`config.mk`:
```
export PLATFORM = sky130hd
export DESIGN_NAME = dpram_busy_arb
export DESIGN_NICKNAME = d
export VERILOG_FILES = /design/src/rtl/dpb_pkg.sv /design/src/rtl/dpb_arbiter.sv /design/src/rtl/dpb_write_gate.sv /design/src/rtl/dpb_mem.sv /design/src/rtl/dpram_busy_arb.sv
export SDC_FILE = /design/constraint.sdc
export NUM_CORES = 1
export LEC_CHECK = 0
export BUFFER_PORTS_ARGS = -buffer_cell sky130_fd_sc_hd__buf_4
export CELL_PAD_IN_SITES_DETAIL_PLACEMENT = 1
export CELL_PAD_IN_SITES_GLOBAL_PLACEMENT = 1
export CORE_UTILIZATION = 25
export DETAILED_ROUTE_END_ITERATION = 6
export PLACE_DENSITY = 0.44
export SYNTH_ARGS = -nofsm -noshare
export SYNTH_HDL_FRONTEND = slang
export SYNTH_SLANG_ARGS = --single-unit
```
`constraint.sdc`:
```
create_clock -name clk -period 3.4 [get_ports clk]
set_clock_uncertainty 0.1 [all_clocks]
set_input_delay 0.85 -clock clk [delete_from_list [all_inputs] [get_ports clk]]
set_output_delay 0.85 -clock clk [all_outputs]
set_load 0.02 [all_outputs]
```
`src/rtl/dpb_pkg.sv`:
```
package dpb_pkg;
  typedef enum logic {WIN_LEFT = 1'b0, WIN_RIGHT = 1'b1} side_e;
endpackage

```
`src/rtl/dpb_arbiter.sv`:
```
module dpb_arbiter #(
  parameter int ADDR_W = 6
) (
  input  logic              clk,
  input  logic              rst_n,
  input  logic              master_mode,
  input  logic              l_ce,
  input  logic [ADDR_W-1:0] l_addr,
  input  logic              r_ce,
  input  logic [ADDR_W-1:0] r_addr,
  output logic              l_busy,
  output logic              r_busy
);
  import dpb_pkg::*;

  function automatic logic same_slot(logic ca, logic cb,
                                     logic [ADDR_W-1:0] a, logic [ADDR_W-1:0] b);
    return ca && cb && (a == b);
  endfunction

  logic              l_held_q, r_held_q;
  logic [ADDR_W-1:0] l_addr_q, r_addr_q;
  logic              hit, l_holds, r_holds;
  side_e             winner;

  assign hit     = same_slot(l_ce, r_ce, l_addr, r_addr);
  assign l_holds = l_held_q && (l_addr_q == l_addr);
  assign r_holds = r_held_q && (r_addr_q == r_addr);
  assign winner  = (r_holds && !l_holds) ? WIN_RIGHT : WIN_LEFT;

  assign l_busy = master_mode && hit && (winner == WIN_RIGHT);
  assign r_busy = master_mode && hit && (winner == WIN_LEFT);

  always_ff @(posedge clk) begin
    if (!rst_n) begin
      l_held_q <= 1'b0;
      r_held_q <= 1'b0;
      l_addr_q <= '0;
      r_addr_q <= '0;
    end else begin
      l_held_q <= l_ce && !l_busy;
      r_held_q <= r_ce && !r_busy;
      l_addr_q <= l_addr;
      r_addr_q <= r_addr;
    end
  end

  a_r3_exclusive_busy: assert property (@(posedge clk) disable iff (!rst_n)
    !(l_busy && r_busy));

  a_r1_busy_needs_match: assert property (@(posedge clk) disable iff (!rst_n)
    (l_busy || r_busy) |-> (l_ce && r_ce && l_addr == r_addr));

  a_r6_slave_quiet: assert property (@(posedge clk) disable iff (!rst_n)
    !master_mode |-> (!l_busy && !r_busy));

  // right sole holder keeps the slot when left arrives
  a_r5_holder_keeps: assert property (@(posedge clk) disable iff (!rst_n)
    ($past(rst_n) && $past(r_ce && !r_busy && !(l_ce && l_addr == r_addr)) &&
     master_mode && l_ce && r_ce && l_addr == r_addr && r_addr == $past(r_addr))
    |-> l_busy);
endmodule

```
`src/rtl/dpb_write_gate.sv`:
```
module dpb_write_gate (
  input  logic clk,
  input  logic rst_n,
  input  logic master_mode,
  input  logic ce,
  input  logic we,
  input  logic arb_busy,
  input  logic inhibit_n,
  output logic wr_en
);
  logic blocked;
  assign blocked = master_mode ? arb_busy : !inhibit_n;
  assign wr_en   = ce && we && !blocked;

  a_r4_busy_blocks: assert property (@(posedge clk) disable iff (!rst_n)
    (master_mode && arb_busy) |-> !wr_en);

  a_r7_inhibit_blocks: assert property (@(posedge clk) disable iff (!rst_n)
    (!master_mode && !inhibit_n) |-> !wr_en);
endmodule

```
`src/rtl/dpb_mem.sv`:
```
module dpb_mem #(
  parameter int ADDR_W = 6,
  parameter int DATA_W = 8
) (
  input  logic              clk,
  input  logic              rst_n,
  input  logic              l_ce,
  input  logic [ADDR_W-1:0] l_addr,
  input  logic              l_wr,
  input  logic [DATA_W-1:0] l_wdata,
  output logic [DATA_W-1:0] l_rdata,
  input  logic              r_ce,
  input  logic [ADDR_W-1:0] r_addr,
  input  logic              r_wr,
  input  logic [DATA_W-1:0] r_wdata,
  output logic [DATA_W-1:0] r_rdata
);
  localparam int DEPTH = 1 << ADDR_W;
  logic [DATA_W-1:0] mem [DEPTH];

  // right first, so left wins a same-address double write
  always_ff @(posedge clk) begin
    if (r_wr) mem[r_addr] <= r_wdata;
    if (l_wr) mem[l_addr] <= l_wdata;
  end

  always_ff @(posedge clk) begin
    if (!rst_n) begin
      l_rdata <= '0;
      r_rdata <= '0;
    end else begin
      if (l_ce) l_rdata <= mem[l_addr];
      if (r_ce) r_rdata <= mem[r_addr];
    end
  end

  a_r8_hold_rdata: assert property (@(posedge clk) disable iff (!rst_n)
    ($past(rst_n) && !$past(l_ce)) |-> $stable(l_rdata));
endmodule

```
`src/rtl/dpram_busy_arb.sv`:
```
module dpram_busy_arb #(
  parameter int ADDR_W = 6,
  parameter int DATA_W = 8
) (
  input  logic              clk,
  input  logic              rst_n,
  input  logic              master_mode,
  input  logic              l_ce,
  input  logic [ADDR_W-1:0] l_addr,
  input  logic              l_we,
  input  logic [DATA_W-1:0] l_wdata,
  output logic [DATA_W-1:0] l_rdata,
  output logic              l_busy_n,
  input  logic              l_inhibit_n,
  input  logic              r_ce,
  input  logic [ADDR_W-1:0] r_addr,
  input  logic              r_we,
  input  logic [DATA_W-1:0] r_wdata,
  output logic [DATA_W-1:0] r_rdata,
  output logic              r_busy_n,
  input  logic              r_inhibit_n,
  output logic              collide
);
  logic l_busy, r_busy, l_wr, r_wr;

  dpb_arbiter #(.ADDR_W(ADDR_W)) u_arb (
    .clk, .rst_n, .master_mode,
    .l_ce, .l_addr, .r_ce, .r_addr,
    .l_busy, .r_busy
  );

  dpb_write_gate u_gate_l (
    .clk, .rst_n, .master_mode, .ce(l_ce), .we(l_we),
    .arb_busy(l_busy), .inhibit_n(l_inhibit_n), .wr_en(l_wr)
  );

  dpb_write_gate u_gate_r (
    .clk, .rst_n, .master_mode, .ce(r_ce), .we(r_we),
    .arb_busy(r_busy), .inhibit_n(r_inhibit_n), .wr_en(r_wr)
  );

  dpb_mem #(.ADDR_W(ADDR_W), .DATA_W(DATA_W)) u_mem (
    .clk, .rst_n,
    .l_ce, .l_addr, .l_wr, .l_wdata, .l_rdata,
    .r_ce, .r_addr, .r_wr, .r_wdata, .r_rdata
  );

  assign l_busy_n = !l_busy;
  assign r_busy_n = !r_busy;
  assign collide  = l_busy || r_busy;

  a_r9_collide_or: assert property (@(posedge clk) disable iff (!rst_n)
    collide == (!l_busy_n || !r_busy_n));
endmodule

```
Word-level counts from Yosys, hierarchy flattened:

Memory sizes are Yosys's and may differ from the RTL's. A register that Yosys moved wholly into a read port is not among the register bits.
Index checks and enable logic that the tools add are counted.

* register bits after elaboration: 14
* RAM bits: 512
* logic and storage cells: 40
* memories: 1

* bitwise gates (word level): 1
* reductions and logical operators: 24
* equal/unequal tests: 3
* muxes and demuxes: 7

Memories
* u_mem.mem: depth 64, bits a word 8, read ports 2, clocked after memory_dff 2, wr ports 2, line dpb_mem.sv:19 `logic [DATA_W-1:0] mem [DEPTH];`

Operators with widths (number)
* $eq A6 B6 Y1: 3
* $logic_and A1 B1 Y1: 14
* $logic_not A1 Y1: 9
* $mux W1: 7
* $logic_or A1 B1 Y1: 1
* $not A1 Y1: 1

Logic depth before layout (Yosys ltp):

* depth after elaboration: 12
* gate-level depth with buffers: 11
* depth with buffers taken out: 7

By module:

Synthesis repeated with hierarchy kept, for this count alone.

* cells, all modules: 2563
* area total of the unflattened synthesis: 32466.1 um^2

Modules (own cells, without submodules)
* dpb_mem: instances 1, seq. area each 15695.1 um^2, area an instance 31765.5 um^2, cells an instance 2491
* dpb_arbiter: instances 1, seq. area each 280.3 um^2, area an instance 621.8 um^2, cells an instance 61
* dpb_write_gate: instances 2, seq. area each 0.0 um^2, area an instance 32.5 um^2, cells an instance 4
* dpram_busy_arb: instances 1, seq. area each 0.0 um^2, area an instance 13.8 um^2, cells an instance 3

Least setup slack after synthesis:

Ideal clock, no wire load.

* kind: input to register
* start: input port l_addr[0]
* end: memory u_mem.mem[3][0] (enable)
* arrival: 2.879 ns
* required time: 2.916 ns
* cell stages on the path: 8
* path slack: 0.037 ns
* path buffers: 2
* library setup time: 0.384 ns
* cell sequence: buf_4 > xnor2_1 > and4_4 > a211oi_4 > buf_6 > o21a_1 > nand2_1 > o21ai_0

RTL lines
* start: declaration: line dpram_busy_arb.sv:9 `input logic [ADDR_W-1:0] l_addr,`
* end: declaration: line dpb_mem.sv:19

Worst setup path in the final report:

* start: register u_arb.r_addr_q[3]
* end: output port r_busy_n

* word-level cells in the longest chain between the ends: 7

Ends and longest elaborated chain
* start: declaration: line dpb_arbiter.sv:22 `logic [ADDR_W-1:0] l_addr_q, r_addr_q;`
* start signal: assignment: line dpb_arbiter.sv:44 `r_addr_q <= r_addr;`
* $eq A6 B6 Y1: line dpb_arbiter.sv:28 `assign r_holds = r_held_q && (r_addr_q == r_addr);`
* $logic_and A1 B1 Y1: line dpb_arbiter.sv:28
* $logic_and A1 B1 Y1: line dpb_arbiter.sv:29 `assign winner = (r_holds && !l_holds) ? WIN_RIGHT : WIN_LEFT;`
* $mux W1: line dpb_arbiter.sv:29
* $not A1 Y1: line dpb_arbiter.sv:32 `assign r_busy = master_mode && hit && (winner == WIN_LEFT);`
* $logic_and A1 B1 Y1: line dpb_arbiter.sv:32
* $logic_not A1 Y1: line dpram_busy_arb.sv:49 `assign r_busy_n = !r_busy;`
* end: declaration: line dpram_busy_arb.sv:20 `output logic r_busy_n,`

No other way between the ends.

==> flow_summary.toml <==
[yosys]
synth_ff_type = "edfxtp_1"
syn_area_mm2 = 0.0333
syn_nets = 2511
synth_cell_types = 75
ys_seq_area_share_pct = 48.0
synth.ff_latch_count = 542
synthAdderAreaFrac_pct = 0
async_reset_ff_share_pct = 0
synth.avg_cell_area_um2 = 13.5
synth.top_cell.area_share_pct = 46.2
post-synth-top-count-cell = "edfxtp_1"
synth.area.top_cells = "edfxtp_1 (46%), mux2_2 (14%), mux2_4 (6.4%), mux4_2 (5.9%), mux2i_1 (5.0%)"
ys_top_cells_by_count = "edfxtp_1 (512), mux2_2 (420), mux2i_1 (166)"
synth_top_family_by_area = "multiplexers"
synth_compound_area_share_pct = 10.7
yosys.area.top_type = "edfxtp_1"
synthSimpleGateAreaFrac_pct = 4.94
ys_warn_count = 0
synth_mux_area_share_pct = 31.7
synth_xor_area_share_pct = 0.474
synth_cells = 2474
synth_edf_count = 512

[timing]
slew_viol_final = 0
max_clock_freq_mhz = 307
rsz0062_at_grt = "no"
period_share_pct = 95.7
tightest_slew_ns = 1.16
fin_crit_ns = 3.25
fin_ws_ns = 0.146
slew_headroom_pct = 22.6
finalHoldViolCount = 0
finalSetupViolations = 0

[routing]
drt_first_iter_violations = 3196
wl_per_cell_um = 37.8
drt_pass1_iterations = 6
vias = 25400
route.final.wire_length_um = 172000
vias_per_cell = 5.60
drc_errors = 0
detail-route-antenna-nets = 0

[placement]
place_worst_setup_slack_ns = -0.179
dp_cells = 4404
dp_hpwl_um = 127000
port_buffers = 55
place_congestion = 0.970
placed_cell_area_mm2 = 0.0386

[floorplan]
ios = 56
core_mm2 = 0.132
die_h_um = 367
die_area_mm2 = 0.135
start_util_pct = 25.3
die_w_um = 367
rows = 133

[run_status]
status = "finished, final reports clean"

[clock_tree]
ctsResizeCount = 0
cts_made_buffers = 72
cts.reportedPaths.clkPinSlew_ns = 0.05
clk_latency_ns = 0.68
htree_levels = 3
cts-root-buf = "clkbuf_16"
cts_hold_buf = 0
cts_setup_buffers = 0
cts_max_path_buffers = 3
cts_sinks = 542
cts_tree = "done"

[cells_and_area]
instances_no_fill = 4536
seqCellArea_mm2 = 0.0160
n_fill_cell = 14100
multi_input_area_mm2 = 0.0160
fin_nets = 2760
drive_above_1_share_pct = 46.2
synthToLayoutAreaGrowth_pct = 22.7
final_area_mm2 = 0.0408

[critical_path]
worstSetupEndpointType = "output port"
r2r_start = "u_arb.r_addr_q[3]"
critPathLaunchType = "flip-flop"
cp_data_arrival_time_ns = 2.30
critPathKind = "flip-flop to output port"
path_max_fanout = 3
crit_path_start = "u_arb.r_addr_q[3]"
required_ns = 2.45

[power]
total_power_mw = 17.5
leakage_nw = 14.4
internal_power_mw = 12.7
power_frac_clock_pct = 43.1
p_sw_mw = 4.81
p_seq_share_pct = 42.4
vdd_drop_max_v = 0.000383
p_per_area_mw_per_mm2 = 429
switching_share_pct = 27.4
p_comb_share_pct = 14.6

[grt]
grt_pass1_vias = 25600
grt_start_max_net_pins = 45
antenna_found_initial = 3
grtUsageTotal_pct = 24.9
grt_overflow = 0
grt_pass1_wl_um = 232000

[min_path]
hold_path_class = "input pin to flip-flop"
hold_start = "l_addr[5]"

[job]
cap_violations = 0
[path summary, 6_finish.rpt]
| kind | to | slack (ns) | cells past startpoint |
|---|---|---|---|
| max | r_busy_n | 0.15 | 6 |
| min | u_arb.l_addr_q[5] | 0.33 | 2 |
| max reg2reg | u_mem.mem[49][2] | 0.59 | 8 |
| min reg2reg | u_mem.l_rdata[3] | 0.50 | 2 |
[placed cells by master (no fill, tap or decap), types with 21 or more instances in the layout]
master	count
edfxtp_1	512
mux2_2	420
buf_4	372
mux2i_1	166
mux2_4	142
o21ai_0	95
mux4_2	87
a221oi_1	83
buf_12	79
clkbuf_16	75
nand2_1	74
a21oi_1	55
nor2_1	53
a22oi_1	48
o22ai_1	47
nand2_2	38
and2_1	35
dfxtp_1	30
nand3_1	25
o21bai_1	22
a31oi_1	21
[registers in the layout, summed over array words and instances, names as in the netlist]
signal and cells:
u_arb.l_held_q 1, u_arb.r_held_q 1, u_mem.r_rdata 8, u_mem.l_rdata 8
u_arb.r_addr_q 6, u_mem.mem 512, u_arb.l_addr_q 6
[per-layer routing]
metal  GRT usage, %  wire [µm]  up-vias
li1               -          -    10300
met1           33.9      75600    13700
met2           39.3      78400     1128
met3           4.12      10800      264
met4           9.74       6790        0
met5              0          0        -
[power by group through the flow]
| stage | Combinational (mW) | Clock, mW | Sequential (mW) |
|---|---|---|---|
| after floorplan | 1.26 | 0 | 7.55 |
| final | 2.55 | 7.55 | 7.43 |
| after global routing | 2.60 | 7.92 | 7.43 |
| after global placement | 2.49 | 0 | 7.57 |
| after detailed placement | 2.50 | 0 | 7.57 |
| after CTS | 2.51 | 7.72 | 7.43 |
[final cells by class]
cell class / instances / share of cell area, %
multi-input cells: 1644 / 39.1
repair buffers: 455 / 10.8
inverters: 8 / 0.0735
well taps: 1755 / 5.38
clock inverters: 36 / 0.723
flip-flops and latches: 542 / 39.1
clock buffers: 92 / 4.80
diodes: 4 / 0.0245
[metrics by stage]
step	hold slack [ns]	utilization (%)	TNS, ns
5_1_grt	0.326	31.0	0
3_3_place_gp	0.487	29.3	-0.331
4_1_cts	0.280	31.0	0
2_1_floorplan	0.494	-	0
3_5_place_dp	0.490	29.3	-0.470
6_report	0.329	31.0	0
[cell families after synthesis]
kind of cell,after synthesis
multiplexers,822
flip-flops,542
AO/OA/AOI/OAI,492
AND/OR/NAND/NOR,312
buffers and inverters,288
XOR/XNOR,18
[critical path: stages, from the launching register on]
cell and delay [ns]:
dfxtp_1 0.32, xnor2_1 0.18, nand3_1 0.17, a211oi_4 0.41
buf_4 0.22, nand2b_1 0.16, buf_4 0.16
Power figures use the tool's default switching activity.
